===== config.mk =====
export PLATFORM = sky130hd
export DESIGN_NAME = spi16_reg_slave
export DESIGN_NICKNAME = d
export VERILOG_FILES = /design/src/rtl/spi16_pkg.sv /design/src/rtl/spi16_sync.sv /design/src/rtl/spi16_edge.sv /design/src/rtl/spi16_txshift.sv /design/src/rtl/spi16_reg_slave.sv
export SDC_FILE = /design/constraint.sdc
export NUM_CORES = 1
export LEC_CHECK = 0
export ABC_AREA = 1
export BUFFER_PORTS_ARGS = -buffer_cell sky130_fd_sc_hd__buf_2
export CAP_MARGIN = 20
export CORE_ASPECT_RATIO = 1.4
export CORE_UTILIZATION = 45
export DETAILED_ROUTE_END_ITERATION = 8
export PLACE_DENSITY = 0.77
export SETUP_SLACK_MARGIN = 0.4
export SLEW_MARGIN = 10
export SYNTH_ARGS = -nofsm -noshare
export SYNTH_HDL_FRONTEND = slang
export SYNTH_SLANG_ARGS = --single-unit

===== constraint.sdc =====
create_clock -name clk -period 1.9 [get_ports clk]
set_input_delay 0.285 -clock clk [delete_from_list [all_inputs] [get_ports clk]]
set_output_delay 0.285 -clock clk [all_outputs]
set_load 0.005 [all_outputs]

===== src/rtl/spi16_pkg.sv =====
package spi16_pkg;

    // Bits sampled per packet section
    localparam int CTRL_BITS = 8;
    localparam int PAY_BITS  = 8;
    localparam int PKT_BITS  = CTRL_BITS + PAY_BITS;
    // Number of leading flag bits inside the control byte
    localparam int FLAG_BITS = 3;

    typedef enum logic [1:0] {
        ST_IDLE = 2'd0,   // select high
        ST_RX   = 2'd1,   // receiving a packet
        ST_RD   = 2'd2,   // read turnaround / return
        ST_HOLD = 2'd3    // read done, wait for select high
    } frm_state_e;

endpackage


===== src/rtl/spi16_sync.sv =====
module spi16_sync #(
    parameter int             W       = 3,
    parameter int             STAGES  = 2,
    parameter logic [W-1:0]   RST_VAL = '0
) (
    input  logic         clk,
    input  logic         rst_n,
    input  logic [W-1:0] din,
    output logic [W-1:0] dout
);
    logic [STAGES-1:0][W-1:0] chain_d, chain_q;

    always_comb begin
        chain_d[0] = din;
        for (int i = 1; i < STAGES; i++) begin
            chain_d[i] = chain_q[i-1];
        end
    end

    always_ff @(posedge clk or negedge rst_n) begin
        if (!rst_n) chain_q <= {STAGES{RST_VAL}};
        else        chain_q <= chain_d;
    end

    assign dout = chain_q[STAGES-1];
endmodule


===== src/rtl/spi16_edge.sv =====
module spi16_edge (
    input  logic clk,
    input  logic rst_n,
    input  logic sclk_s,
    input  logic sample_fall,
    output logic sample_p,
    output logic drive_p
);
    logic prev_d, prev_q;
    logic rise, fall;

    always_comb begin
        prev_d   = sclk_s;
        rise     = sclk_s & ~prev_q;
        fall     = ~sclk_s & prev_q;
        sample_p = sample_fall ? fall : rise;
        drive_p  = sample_fall ? rise : fall;
    end

    always_ff @(posedge clk or negedge rst_n) begin
        if (!rst_n) prev_q <= 1'b0;
        else        prev_q <= prev_d;
    end
endmodule


===== src/rtl/spi16_txshift.sv =====
module spi16_txshift #(
    parameter int W = 8
) (
    input  logic         clk,
    input  logic         rst_n,
    input  logic         load,
    input  logic         shift,
    input  logic         clear,
    input  logic [W-1:0] din,
    output logic         sdo,
    output logic         oe
);
    logic [W-1:0] sr_d, sr_q;
    logic         oe_d, oe_q;

    always_comb begin
        sr_d = sr_q;
        oe_d = oe_q;
        if (clear) begin
            oe_d = 1'b0;
        end else if (load) begin
            sr_d = din;
            oe_d = 1'b1;
        end else if (shift) begin
            sr_d = {sr_q[W-2:0], 1'b0};
        end
    end

    always_ff @(posedge clk or negedge rst_n) begin
        if (!rst_n) begin
            sr_q <= '0;
            oe_q <= 1'b0;
        end else begin
            sr_q <= sr_d;
            oe_q <= oe_d;
        end
    end

    assign sdo = oe_q & sr_q[W-1];
    assign oe  = oe_q;

    AST_LOAD_NOT_CLEARED: assert property (@(posedge clk) disable iff (!rst_n)
        load |-> !clear);
endmodule


===== src/rtl/spi16_reg_slave.sv =====
module spi16_reg_slave
    import spi16_pkg::*;
#(
    parameter int DUMMY_CLKS  = 16,
    parameter int SYNC_STAGES = 2
) (
    input  logic        clk,
    input  logic        rst_n,
    input  logic        cs_n,
    input  logic        sclk,
    input  logic        sdi,
    input  logic        sample_fall,
    output logic        sdo,
    output logic        sdo_oe,
    output logic        data_valid,
    output logic [7:0]  data_byte,
    output logic        data_dc,
    output logic        addr_valid,
    output logic [15:0] addr,
    output logic        rd_req,
    output logic        rd_mem,
    input  logic [7:0]  rd_data
);
    localparam int BYTE_W  = PAY_BITS;
    localparam int ADDR_W  = 2 * BYTE_W;
    localparam int MAX_CNT = CTRL_BITS + DUMMY_CLKS + PAY_BITS;
    localparam int CNT_W   = $clog2(MAX_CNT + 1);

    localparam logic [CNT_W-1:0] CNT_FLAGS   = CNT_W'(FLAG_BITS);
    localparam logic [CNT_W-1:0] CNT_CTRL    = CNT_W'(CTRL_BITS);
    localparam logic [CNT_W-1:0] CNT_PKT     = CNT_W'(PKT_BITS);
    localparam logic [CNT_W-1:0] CNT_MEM_ST  = CNT_W'(CTRL_BITS + DUMMY_CLKS);
    localparam logic [CNT_W-1:0] CNT_REG_END = CNT_W'(CTRL_BITS + PAY_BITS);
    localparam logic [CNT_W-1:0] CNT_MEM_END = CNT_W'(MAX_CNT);

    typedef struct packed {
        frm_state_e          st;
        logic [CNT_W-1:0]    cnt;
        logic [BYTE_W-1:0]   sr;
        logic                f_rw;
        logic                f_dc;
        logic                f_hl;
        logic [BYTE_W-1:0]   addr_hi;
        logic [ADDR_W-1:0]   addr;
        logic                av;
        logic [BYTE_W-1:0]   dbyte;
        logic                ddc;
        logic                dv;
        logic                rdreq;
        logic                rdmem;
    } frm_t;

    frm_t frm_d, frm_q;

    logic [2:0]        sync_out;
    logic              cs_s, sclk_s, sdi_s;
    logic              sample_p, drive_p;
    logic [CNT_W-1:0]  cnt_inc, start_idx;
    logic              tx_load, tx_shift, tx_clear;

    spi16_sync #(.W(3), .STAGES(SYNC_STAGES), .RST_VAL(3'b100)) u_sync (
        .clk  (clk),
        .rst_n(rst_n),
        .din  ({cs_n, sclk, sdi}),
        .dout (sync_out)
    );
    assign {cs_s, sclk_s, sdi_s} = sync_out;

    spi16_edge u_edge (
        .clk        (clk),
        .rst_n      (rst_n),
        .sclk_s     (sclk_s),
        .sample_fall(sample_fall),
        .sample_p   (sample_p),
        .drive_p    (drive_p)
    );

    always_comb begin
        frm_d       = frm_q;
        frm_d.dv    = 1'b0;
        frm_d.av    = 1'b0;
        frm_d.rdreq = 1'b0;
        cnt_inc     = frm_q.cnt + 1'b1;
        start_idx   = frm_q.rdmem ? CNT_MEM_ST : CNT_CTRL;

        if (cs_s) begin
            frm_d.st  = ST_IDLE;
            frm_d.cnt = '0;
        end else begin
            unique case (frm_q.st)
                ST_IDLE: begin
                    frm_d.st  = ST_RX;
                    frm_d.cnt = '0;
                end
                ST_RX: if (sample_p) begin
                    frm_d.sr  = {frm_q.sr[BYTE_W-2:0], sdi_s};
                    frm_d.cnt = cnt_inc;
                    if (cnt_inc == CNT_FLAGS) begin
                        frm_d.f_rw = frm_d.sr[2];
                        frm_d.f_dc = frm_d.sr[1];
                        frm_d.f_hl = frm_d.sr[0];
                    end
                    if (cnt_inc == CNT_CTRL && frm_q.f_rw) begin
                        frm_d.st    = ST_RD;
                        frm_d.rdmem = frm_q.f_dc;
                        frm_d.rdreq = ~frm_q.f_dc;
                    end else if (cnt_inc == CNT_PKT) begin
                        frm_d.cnt   = '0;
                        frm_d.dv    = 1'b1;
                        frm_d.dbyte = frm_d.sr;
                        frm_d.ddc   = frm_q.f_dc;
                        if (!frm_q.f_dc) begin
                            if (frm_q.f_hl) begin
                                frm_d.addr_hi = frm_d.sr;
                            end else begin
                                frm_d.addr = {frm_q.addr_hi, frm_d.sr};
                                frm_d.av   = 1'b1;
                            end
                        end
                    end
                end
                ST_RD: if (sample_p) begin
                    frm_d.cnt = cnt_inc;
                    if (frm_q.rdmem && cnt_inc == CNT_MEM_ST) frm_d.rdreq = 1'b1;
                    if (cnt_inc == (frm_q.rdmem ? CNT_MEM_END : CNT_REG_END))
                        frm_d.st = ST_HOLD;
                end
                default: ;
            endcase
        end

        tx_clear = (frm_d.st != ST_RD);
        tx_load  = drive_p && (frm_q.st == ST_RD) && (frm_q.cnt == start_idx) && !tx_clear;
        tx_shift = drive_p && (frm_q.st == ST_RD) && (frm_q.cnt > start_idx) && !tx_clear;
    end

    always_ff @(posedge clk or negedge rst_n) begin
        if (!rst_n) begin
            frm_q    <= '0;
            frm_q.st <= ST_IDLE;
        end else begin
            frm_q    <= frm_d;
        end
    end

    spi16_txshift #(.W(BYTE_W)) u_tx (
        .clk  (clk),
        .rst_n(rst_n),
        .load (tx_load),
        .shift(tx_shift),
        .clear(tx_clear),
        .din  (rd_data),
        .sdo  (sdo),
        .oe   (sdo_oe)
    );

    assign data_valid = frm_q.dv;
    assign data_byte  = frm_q.dbyte;
    assign data_dc    = frm_q.ddc;
    assign addr_valid = frm_q.av;
    assign addr       = frm_q.addr;
    assign rd_req     = frm_q.rdreq;
    assign rd_mem     = frm_q.rdmem;

    AST_CS_HIGH_QUIET: assert property (@(posedge clk) disable iff (!rst_n)
        cs_s |=> !data_valid && !addr_valid && !rd_req);
    AST_ADDR_FROM_CMD: assert property (@(posedge clk) disable iff (!rst_n)
        addr_valid |-> data_valid && !data_dc);
    AST_RDREQ_SINGLE: assert property (@(posedge clk) disable iff (!rst_n)
        rd_req |=> !rd_req);
    AST_OE_IN_READ: assert property (@(posedge clk) disable iff (!rst_n)
        sdo_oe |-> frm_q.st == ST_RD);
    AST_HOLD_SILENT: assert property (@(posedge clk) disable iff (!rst_n)
        (frm_q.st == ST_HOLD) |=> !data_valid && !rd_req && !sdo_oe);
    AST_SDO_IDLE_LOW: assert property (@(posedge clk) disable iff (!rst_n)
        !sdo_oe |-> !sdo);
endmodule


Word level (Yosys, flattened, before mapping) --
Index checks and enable logic that the tools add are counted.
Word-level totals: register bits after elaboration 72, input bits 14, output and inout bits 31
Cells by class: $add $sub $neg 1, magnitude comparators 1, eq/ne operators 11, multiplexer cells 29, bitwise operators 10, reduce and logical (&&, ||, !) cells 20
Operators with widths (count):
- $mux W35 | 2
- $mux W56 | 1
- $mux W8 | 5
- $mux W25 | 1
- $pmux W8 S3 | 1
- $mux W6 | 3
- $mux W17 | 1
- $reduce_and A7 Y1 | 2
- $mux W13 | 1
- $eq A6 B5 Y1 const B | 2
- $mux W11 | 1
- $reduce_and A4 Y1 | 2
- $logic_and A1 B1 Y1 | 7
- $mux W1 | 7
- $not A1 Y1 | 7
- $add A6 B1 Y6 const B | 1
- $eq A6 B2 Y1 const B | 1
- $eq A6 B4 Y1 const B | 1
- $eq A6 B5 Y1 | 1
- $eq A6 B6 Y1 | 1
- $gt A6 B5 Y1 | 1
- $mux W2 | 3
- $ne A3 B2 Y1 const B | 2
- $reduce_and A3 Y1 | 2
- other kinds (13) | 16

Longest topological paths before layout --
Gate-level depths: netlist of the first run.
word-level depth 12, mapped depth 17

Hierarchy --
Synthesis of the first run repeated with hierarchy kept, for this count alone.
Unflattened totals: cell total of the unflattened synthesis 406, area, all modules 3602.2 µm²
Modules (own cells, without submodules):
- spi16_reg_slave | instances 1, cells each 326, area an instance 2937.8 µm², sequential area each 1376.3 µm²
- spi16_txshift | instances 1, cells each 64, area an instance 447.9 µm², sequential area each 225.2 µm²
- spi16_sync | instances 1, cells each 6, area an instance 152.6 µm², sequential area each 152.6 µm²
- spi16_edge | instances 1, cells each 10, area an instance 63.8 µm², sequential area each 25.0 µm²

Least setup slack after synthesis of the first run --
Ideal clock, no wire load.
kind register to register, start point reg frm_q[48] (netlist name), end point reg u_tx.sr_q[7], data arrival time 1.851 ns, required time 1.782 ns, slack -0.069 ns, stages on the path, launching flop included 16, buffers on the path 0, period minus slack after synthesis 1.969 ns, cells stage by stage dfrtp_1 ha_1 nand3_1 nand2_1 nand2_1 inv_1 nor2_4 nand3_2 nand2_1 nand2_2 a21oi_4 nand2_1 nor2_4 inv_2 nand2_1 nand2_1
Between the ends: cells in the longest elaborated chain, start to end 12, elaborated cells on any way between the ends 22, classes of those cells add/sub (1); order compare (1); eq/ne (4); mux (7); bitwise (1); reduce/logical (8)
RTL lines:
- start, declared | RTL line spi16_reg_slave.sv:53 | frm_t frm_d, frm_q;
- start signal, assigned | RTL line spi16_reg_slave.sv:142 | frm_q <= frm_d;
- $add A6 B1 Y6 | RTL line spi16_reg_slave.sv:83 | cnt_inc = frm_q.cnt + 1'b1;
- $eq A6 B4 Y1 | RTL line spi16_reg_slave.sv:103 | if (cnt_inc == CNT_CTRL && frm_q.f_rw) begin
- $logic_and A1 B1 Y1 | RTL line spi16_reg_slave.sv:103
- $mux W2 | RTL line spi16_reg_slave.sv:103
- $mux W56 | RTL line spi16_reg_slave.sv:95 | ST_RX: if (sample_p) begin
- $pmux W8 S3 | RTL line spi16_reg_slave.sv:90 | unique case (frm_q.st)
- $mux W8 | RTL line spi16_reg_slave.sv:86 | if (cs_s) begin
- $ne A2 B2 Y1 | RTL line spi16_reg_slave.sv:132 | tx_clear = (frm_d.st != ST_RD);
- $logic_not A1 Y1 | RTL line spi16_reg_slave.sv:133, spi16_reg_slave.sv:134
- $logic_and A1 B1 Y1, on equally long branches | RTL line spi16_reg_slave.sv:133, spi16_reg_slave.sv:134
- $reduce_bool A2 Y1 (no line)
- $reduce_and A2 Y1 (no line)
- end signal, assigned | RTL line spi16_txshift.sv:34 | sr_q <= sr_d;
- end, declared | RTL line spi16_txshift.sv:13 | logic [W-1:0] sr_d, sr_q;
Parallel ways exist; a longest one is shown, timed or not. The select of a mux whose other input is x is not followed. A chain may end at the register's enable or synchronous reset.

Final worst setup path of the first run --
start point reg frm_q[48] (netlist name), end point reg frm_q, in the netlist addr[10]
Between the ends: cells in the longest elaborated chain, start to end 5, elaborated cells on any way between the ends 6, classes of those cells add/sub (1); eq/ne (2); bitwise (1); reduce/logical (2)
RTL lines (RTL line):
- $add A6 B1 Y6 (*) | spi16_reg_slave.sv:83
- $eq A6 B4 Y1 | spi16_reg_slave.sv:103
- $logic_and A1 B1 Y1 | spi16_reg_slave.sv:103
- $not A1 Y1 (no line)
- $reduce_and A7 Y1 (no line) (*)
Mark *: on every way between the ends. The rest lies on a longest branch, timed or not.

==> metrics.txt, run 1 <==
CP max FO 7; mux cell area share after synthesis 0%; port bufs 44; Post-Synth XOR/XNOR Area 0%; layout cell share with drive strength beyond 1 42.80%; # H-tree levels 3; Synth Area in Compound Gates under 10%; post-synthesis instance total between 300 and 400; Reg area 1782 um2; Logic pwr share 10.1%; Synth Area in Simple Gates roughly a quarter; drc violations 0; DP Area 3879 um2; Final HPWL DP 4.845 mm; CTS tree done; Worst VDD drop 0.6189 mV; most common cell after layout, fill and taps aside nand2_1; f_max 469.2 MHz; Core Region 7407 um2; top cell type by total area after synthesis dfrtp_1; leakage power between 2 and 2.5 nW; Worst setup SP type flop; GR Overflow Total 0; ranking of synthesized cells by area dfrtp_1 50%, nand2_1 12%, buf_4 5.4%; Cell Int Power 2.480 mW; fill count between 500 and 600; most frequent cells in the layout 93 x nand2_1, 67 x dfrtp_1, 44 x buf_2; outcome complete, but fails checks; Chip Height 106.0 um; Synth Area in Adders under 10%; Ant. Diodes 0; post-synth top area share between 40% and 50%; DRT Pass-1 Iters 5; largest net degree at the start of global routing 30; Clk pwr share about two fifths; hold_ws between 0.02 and 0.03 ns; Die Wd 76.28 um; Final Hold Viols 0; clock buffer depth 2; clock slew at reported path FFs around 0.09 ns; Final Instance Area 4659 um2; Final Critical Period 2.131 ns; YS warnings 0; die footprint around 8100 um2; crit end category flop; worst min-delay path class input pin to flop; Layout Cells excl Fill 576; Area Overhead vs Synth 34.05%; RSZ-0062 raised after global routing yes; wire length after detailed routing 8.532 mm; failing checks setup timing; Skew-Pair Late Insertion Delay between 0.3 and 0.4 ns; Slew headroom 62.49%; syn_nets 419; Flop pwr share 48.1%; Tcrit/Tclk final 112.2%; net switching power 0.9013 mW; final antenna-violating net count 0; clock root cell clkbuf_8; Num CTS Buffers 9; area of the multi-input gates approximately 1500 um2; cell count after placement 531; flops & latches, synth 71; CP arrival approximately 2.4 ns; first-pass GRT wire length 12.46 mm; initial antenna violation count 0; initial DRC count 163; sw frac a little over a quarter; nets approximately 500; max-slew violations 0; post-route setup slack -0.2313 ns; register area share after synthesis 51.19%; aggregate global-route resource usage around a fifth; Setup violations, final 38; syn_area_per_cell 8.800 um2; CTS Sinks just over 70; Initial Util 46.93%; Max Cap Violations 0; worst-margin pin slew between 0.5 and 0.6 ns; Worst Setup Path Type flop to flop; Vias/cell around 5.0; Layout Skew 0.01910 ns; number of I/O pins 45; synthesized area roughly 3500 um2; wire per inst 14.81 um; P per Cell Area 725.7 nW/um2; Synth cell types 31; main combinational cell family by area after synthesis simple AND/OR/NAND/NOR gates; detailed-route via count 2898; cell row count 37; WP data required 2.14 ns; vias in the first global route 2767; Final GP Congestion 0.8438
## logic make-up (layout without fill, tap and decap cells)
family / after synthesis / in the layout
compound gates: 51 / 51
fa+ha+maj: 10 / 10
buf+inv: 85 / 168
flops: 71 / 71
simple gates: 178 / 179
## final timing paths
check                                              endpoint  slack (ns)  cells after the start                        start
worst min register to register     u_sync.dout[0]$_DFF_PN0_        0.36                      0  u_sync.chain_d[3]$_DFF_PN0_
worst min-delay path            u_sync.chain_d[5]$_DFF_PN1_        0.03                      1                         cs_n
min in group asynchronous              data_valid$_DFF_PN0_        0.45                      2                        rst_n
max in group asynchronous              addr[11]$_DFFE_PN0P_        0.77                      3                        rst_n
worst max register to register         addr[10]$_DFFE_PN0P_       -0.23                     13        frm_q[48]$_DFFE_PN0P_
worst max-delay path                   addr[10]$_DFFE_PN0P_       -0.23                     13        frm_q[48]$_DFFE_PN0P_
## metal layers
layer,part of all wire [%],GRT usage (%)
met4,2.8,6.731
met2,57,35.78
met3,4.1,4.893
met5,0,0
met1,36,21.86
## layout make-up
class / instances / area share (%)
Clock buffer: 10 / 2.954
Clock inverter: 6 / 1.987
Sequential cell: 71 / 38.24
Inverter: 53 / 4.431
Multi-Input combinational cell: 240 / 33.16
Tap cell: 97 / 2.605
Timing Repair Buffer: 99 / 16.62
## Yosys cell counts
cell type,count
buf_2,1
nand3_4,1
ha_1,10
nand3_2,2
nor3_2,1
o22ai_1,2
dfstp_2,2
buf_6,3
clkbuf_1,3
inv_1,47
nand2_2,4
inv_2,6
nand4_1,12
or2_2,1
dfrtp_1,69
nand3_1,18
a21boi_0,1
nor4_1,1
nor2_1,15
nand2_1,114
nor3_1,1
o21ai_2,10
a21oi_1,4
a21oi_4,1
nor2_4,3
o21ai_0,26
nor4_4,1
o21ai_1,7
buf_4,25
nor2_2,3
nor4_2,1
## flip-flops by register name, indices dropped and copies added (netlist names)
name,cells
data_byte,8
frm_q,26
u_tx.oe,1
u_sync.dout,3
addr,16
u_sync.chain_d,3
u_tx.sr_q,8
rd_mem,1
data_valid,1
addr_valid,1
rd_req,1
data_dc,1
u_edge.prev_q,1
## repair_timing
item / CTS / global route
hold buffers: 1 / 0
hold endpoints to repair: 20 / 0
cloned: 2 / 3
setup buffers: 19 / 4
endpoints found under the setup margin: 64 / 64
pin swaps: 9 / 25
resized for setup: 45 / 49
## critical path: stages (launching register included)
cell	delay [ns]
dfrtp_1	0.41
buf_6	0.14
nand3_4	0.10
nand2_2	0.10
nand2_4	0.07
nor2_4	0.11
nand2_2	0.09
nor3_4	0.15
inv_2	0.07
nor4_4	0.22
nand2_4	0.20
clkbuf_16	0.20
nand2_1	0.06
nand2_1	0.09
## power groups by stage
stage	registers [mW]	logic, mW	clock network, mW
2_1_floorplan	1.64	0.162	0
6_report	1.63	0.341	1.41
4_1_cts	1.62	0.326	1.40
3_5_place_dp	1.65	0.271	0
5_1_grt	1.63	0.379	1.49
3_3_place_gp	1.64	0.266	0
## through the flow
| stage | util, % | power (mW) | setup slack, ns | TNS, ns |
|---|---|---|---|---|
| 2_1_floorplan | - | 1.800 | -0.05085 | -0.4595 |
| 3_5_place_dp | 52.36 | 1.917 | -0.1320 | -2.182 |
| 6_report | 62.91 | 3.381 | -0.2313 | -5.040 |
| 3_3_place_gp | 52.36 | 1.910 | -0.05112 | -0.7291 |
| 4_1_cts | 59.41 | 3.350 | -0.1295 | -1.678 |
| 5_1_grt | 62.91 | 3.504 | -0.3356 | -9.771 |
Power figures use the tool's default switching activity.
==> run 2: changes to the inputs <==
--- a/config.mk
+++ b/config.mk
@@ -5,7 +5,6 @@
 export SDC_FILE = /design/constraint.sdc
 export NUM_CORES = 1
 export LEC_CHECK = 0
-export ABC_AREA = 1
 export BUFFER_PORTS_ARGS = -buffer_cell sky130_fd_sc_hd__buf_2
 export CAP_MARGIN = 20
 export CORE_ASPECT_RATIO = 1.4
==> metrics.txt, run 2 <==
CP bufs+invs 1 (-2); hold_sp sclk; hold_ws 0.03885 ns (+0.01376 ns); DP Area 4076 um2 (+5.1%); Slew headroom 65.83% (+3.3 points); top cell type by total area after synthesis dfrtp_1; Core Region 7407 um2 (unchanged); Final Instance Area 4892 um2 (+5.0%); Post-synth ARST share 100.0% (unchanged); ranking of synthesized cells by area dfrtp_1 50%, mux2_2 16%, buf_4 5.4%; P per Cell Area 633.1 nW/um2 (-13%); number of cells on the worst reg-to-reg path 7 (-6); Area Overhead vs Synth 40.45%; CTS tree done; Synth cell types 48 (+55%); Min-Delay Path Depth 1 (unchanged); worst-margin pin slew 0.5125 ns (-0.05005 ns); Layout Cells excl Fill 484 (-16%); Max Cap Violations 0 (unchanged); crit end category flop; most frequent cells after synthesis 69 x dfrtp_1, 49 x mux2_2, 25 x buf_4; aggregate global-route resource usage 21.75% (+2.2 points); TNS Setup -25.76 ns (-20.72 ns); syn_nets 306 (-27%); Reg-to-Reg End addr[13]$_DFFE_PN0P_; CP max FO 17 (+10); drc violations 0 (unchanged); WP data required 2.13 ns (about the same); Worst VDD drop 0.5192 mV (-16%); Setup violations, final 60 (+58%); FF-to-FF Start u_edge.prev_q$_DFF_PN0_; Worst Setup Path Type flop to flop; outcome complete, but fails checks; critical path's top delay family simple AND/OR/NAND/NOR gates; R2R setup slack -0.54 ns (-0.31 ns); worst min-delay path class input pin to flop; wire length after detailed routing 8.543 mm (+0.13%); Tcrit/Tclk final 128.4% (+16 points); pre-CTS setup slack -0.5858 ns (-0.4538 ns); Largest Register frm_q; Final Critical Period 2.440 ns (+0.3092 ns); largest net degree at the start of global routing 40 (+33%); Ant. Diodes 0 (unchanged); max reg flops 26 (unchanged); port bufs 44 (unchanged); Logic pwr share 8.5% (-1.6 points); first-pass GRT wire length 13.54 mm (+8.7%); cell count after placement 437 (-18%); Num CTS Buffers 9 (unchanged); Final Hold Viols 0 (unchanged); failing checks setup timing; # H-tree levels 3 (unchanged); YS warnings 0 (unchanged); Skew-Pair Late Insertion Delay 0.35 ns (about the same); Top FF cell, synth dfrtp_1; leakage power 2.479 nW (+7.3%); Final GP Congestion 0.8809 (+4.4%); flops & latches, synth 71 (unchanged); Worst setup SP type flop; post-synthesis instance total 282 (-29%); die footprint 8102 um2 (+0.22%); Clk pwr share 39.5% (-2.3 points); Post-synth EDFFs 0 (unchanged); vias in the first global route 2794 (+0.98%); synthesized area 3483 um2 (+0.22%); wire per inst 17.65 um (+19%); f_max 409.8 MHz (-13%); RSZ-0062 raised after global routing yes; Die Wd 76.36 um (+0.11%); clock root cell clkbuf_8; CP arrival 2.67 ns (+0.30 ns); sw frac 24.18% (-2.5 points); clock slew at reported path FFs 0.08 ns (about the same); final antenna-violating net count 0 (unchanged); Flop pwr share 52.0% (+3.9 points); Final HPWL DP 5.099 mm (+5.2%); layout cell share with drive strength beyond 1 63.82% (+21 points); initial DRC count 148 (-9.2%); Chip Height 106.1 um (+0.10%); net switching power 0.7489 mW (-17%); Layout Skew 0.01144 ns (-0.007656 ns); Hold Path Sink u_sync.chain_d[4]$_DFF_PN0_; Initial Util 47.03% (+0.10 points); clock buffer depth 2 (unchanged); max-slew violations 0 (unchanged); crit-path cells or3b_4 -> a21oi_4 -> and3_4 -> nand3_4 -> or4b_4 -> buf_12 -> mux2_4; detailed-route via count 2630 (-9.2%); DRT Pass-1 Iters 4 (-1); number of I/O pins 45 (unchanged); initial antenna violation count 0 (unchanged); syn_area_per_cell 12.35 um2 (+40%); Vias/cell 5.434 (+8.0%); Cell Int Power 2.348 mW (-5.3%); most common cell after layout, fill and taps aside dfrtp_1; count leader, synth dfrtp_1; register area share after synthesis 51.08% (-0.11 points); most frequent cells in the layout 67 x dfrtp_1, 47 x buf_4, 45 x buf_2; CP peak stage delay 0.51 ns (+0.10 ns); nets 406 (-18%); CTS Sinks 71 (unchanged); post-synth top area share 49.57% (-0.11 points); slowest CP cell or4b_4; post-route setup slack -0.5405 ns (-0.3092 ns); GR Overflow Total 0 (unchanged); cell row count 37 (unchanged)
==> run 2: logic make-up (layout without fill, tap and decap cells) <==
| logic type | Yosys count | in the layout | synth area share, % |
|---|---|---|---|
| multiplexers | 58 | 58 | 19.72 |
| buffers and inverters | 42 | 147 | 7.543 |
| AND/OR/NAND/NOR | 62 | 62 | 10.27 |
| adder cells (fa/ha/maj) | 10 | 10 | 3.592 |
| XOR/XNOR | 3 | 3 | 0.7544 |
| flip-flops | 71 | 71 | 51.08 |
| AO/OA/AOI/OAI | 36 | 36 | 7.041 |
==> run 2: layer usage <==
metal	track usage, %	vias to the layer above	share of wire (%)
met5	0	-	0
met4	15.25	0	5.2
met3	4.464	42	3.3
met2	39.00	83	55
met1	22.50	1328	36
li1	-	1177	-
==> run 2: stage by stage <==
step | utilization (%) | total power, mW
3_5_place_dp | 55.03 | 1.814
3_3_place_gp | 55.03 | 1.807
5_1_grt | 66.05 | 3.222
2_1_floorplan | - | 1.704
6_report | 66.05 | 3.097
4_1_cts | 64.80 | 3.117
==> run 2: repair_timing <==
action | CTS | global route
hold endpoints to repair | 18 | 0
gates resized for setup | 76 | 12
hold buffers | 1 | 0
cloned | 2 | 0
endpoints found under the setup margin | 64 | 64
pin swaps | 17 | 9
buffers inserted | 23 | 5
==> run 2: power groups by stage <==
stage / Clock, mW / Sequential, mW / Combinational, mW
finish: 1.22 / 1.61 / 0.263
global route: 1.32 / 1.62 / 0.282
CTS: 1.25 / 1.61 / 0.256
detailed placement: 0 / 1.63 / 0.180
global placement: 0 / 1.63 / 0.175
floorplan: 0 / 1.62 / 0.0871
==> run 2: cell type report <==
type | count | area, um2
fillers | 513 | 2515
flip-flops and latches | 71 | 1782
multi-input cells | 169 | 1769
repair buffers | 123 | 984.7
clock buffers | 10 | 137.6
well taps | 97 | 121.4
clock inverters | 6 | 67.56
inverters | 8 | 30.03
==> run 2: how the worst max path moves through the flow <==
| stage | start | to | slack [ns] | cells past startpoint |
|---|---|---|---|---|
| 2_1_floorplan | u_edge.prev_q$_DFF_PN0_ | addr[10]$_DFFE_PN0P_ | -0.52 | 8 |
| 3_3_place_gp | sample_fall | u_tx.sr_q[1]$_DFFE_PN0P_ | -0.53 | 8 |
| 3_5_place_dp | sample_fall | u_tx.sr_q[1]$_DFFE_PN0P_ | -0.59 | 8 |
| 4_1_cts | u_edge.prev_q$_DFF_PN0_ | u_tx.sr_q[5]$_DFFE_PN0P_ | -0.49 | 8 |
| 5_1_grt | u_edge.prev_q$_DFF_PN0_ | frm_q[34]$_DFFE_PN0P_ | -0.57 | 9 |
| 6_report | u_edge.prev_q$_DFF_PN0_ | addr[13]$_DFFE_PN0P_ | -0.54 | 7 |
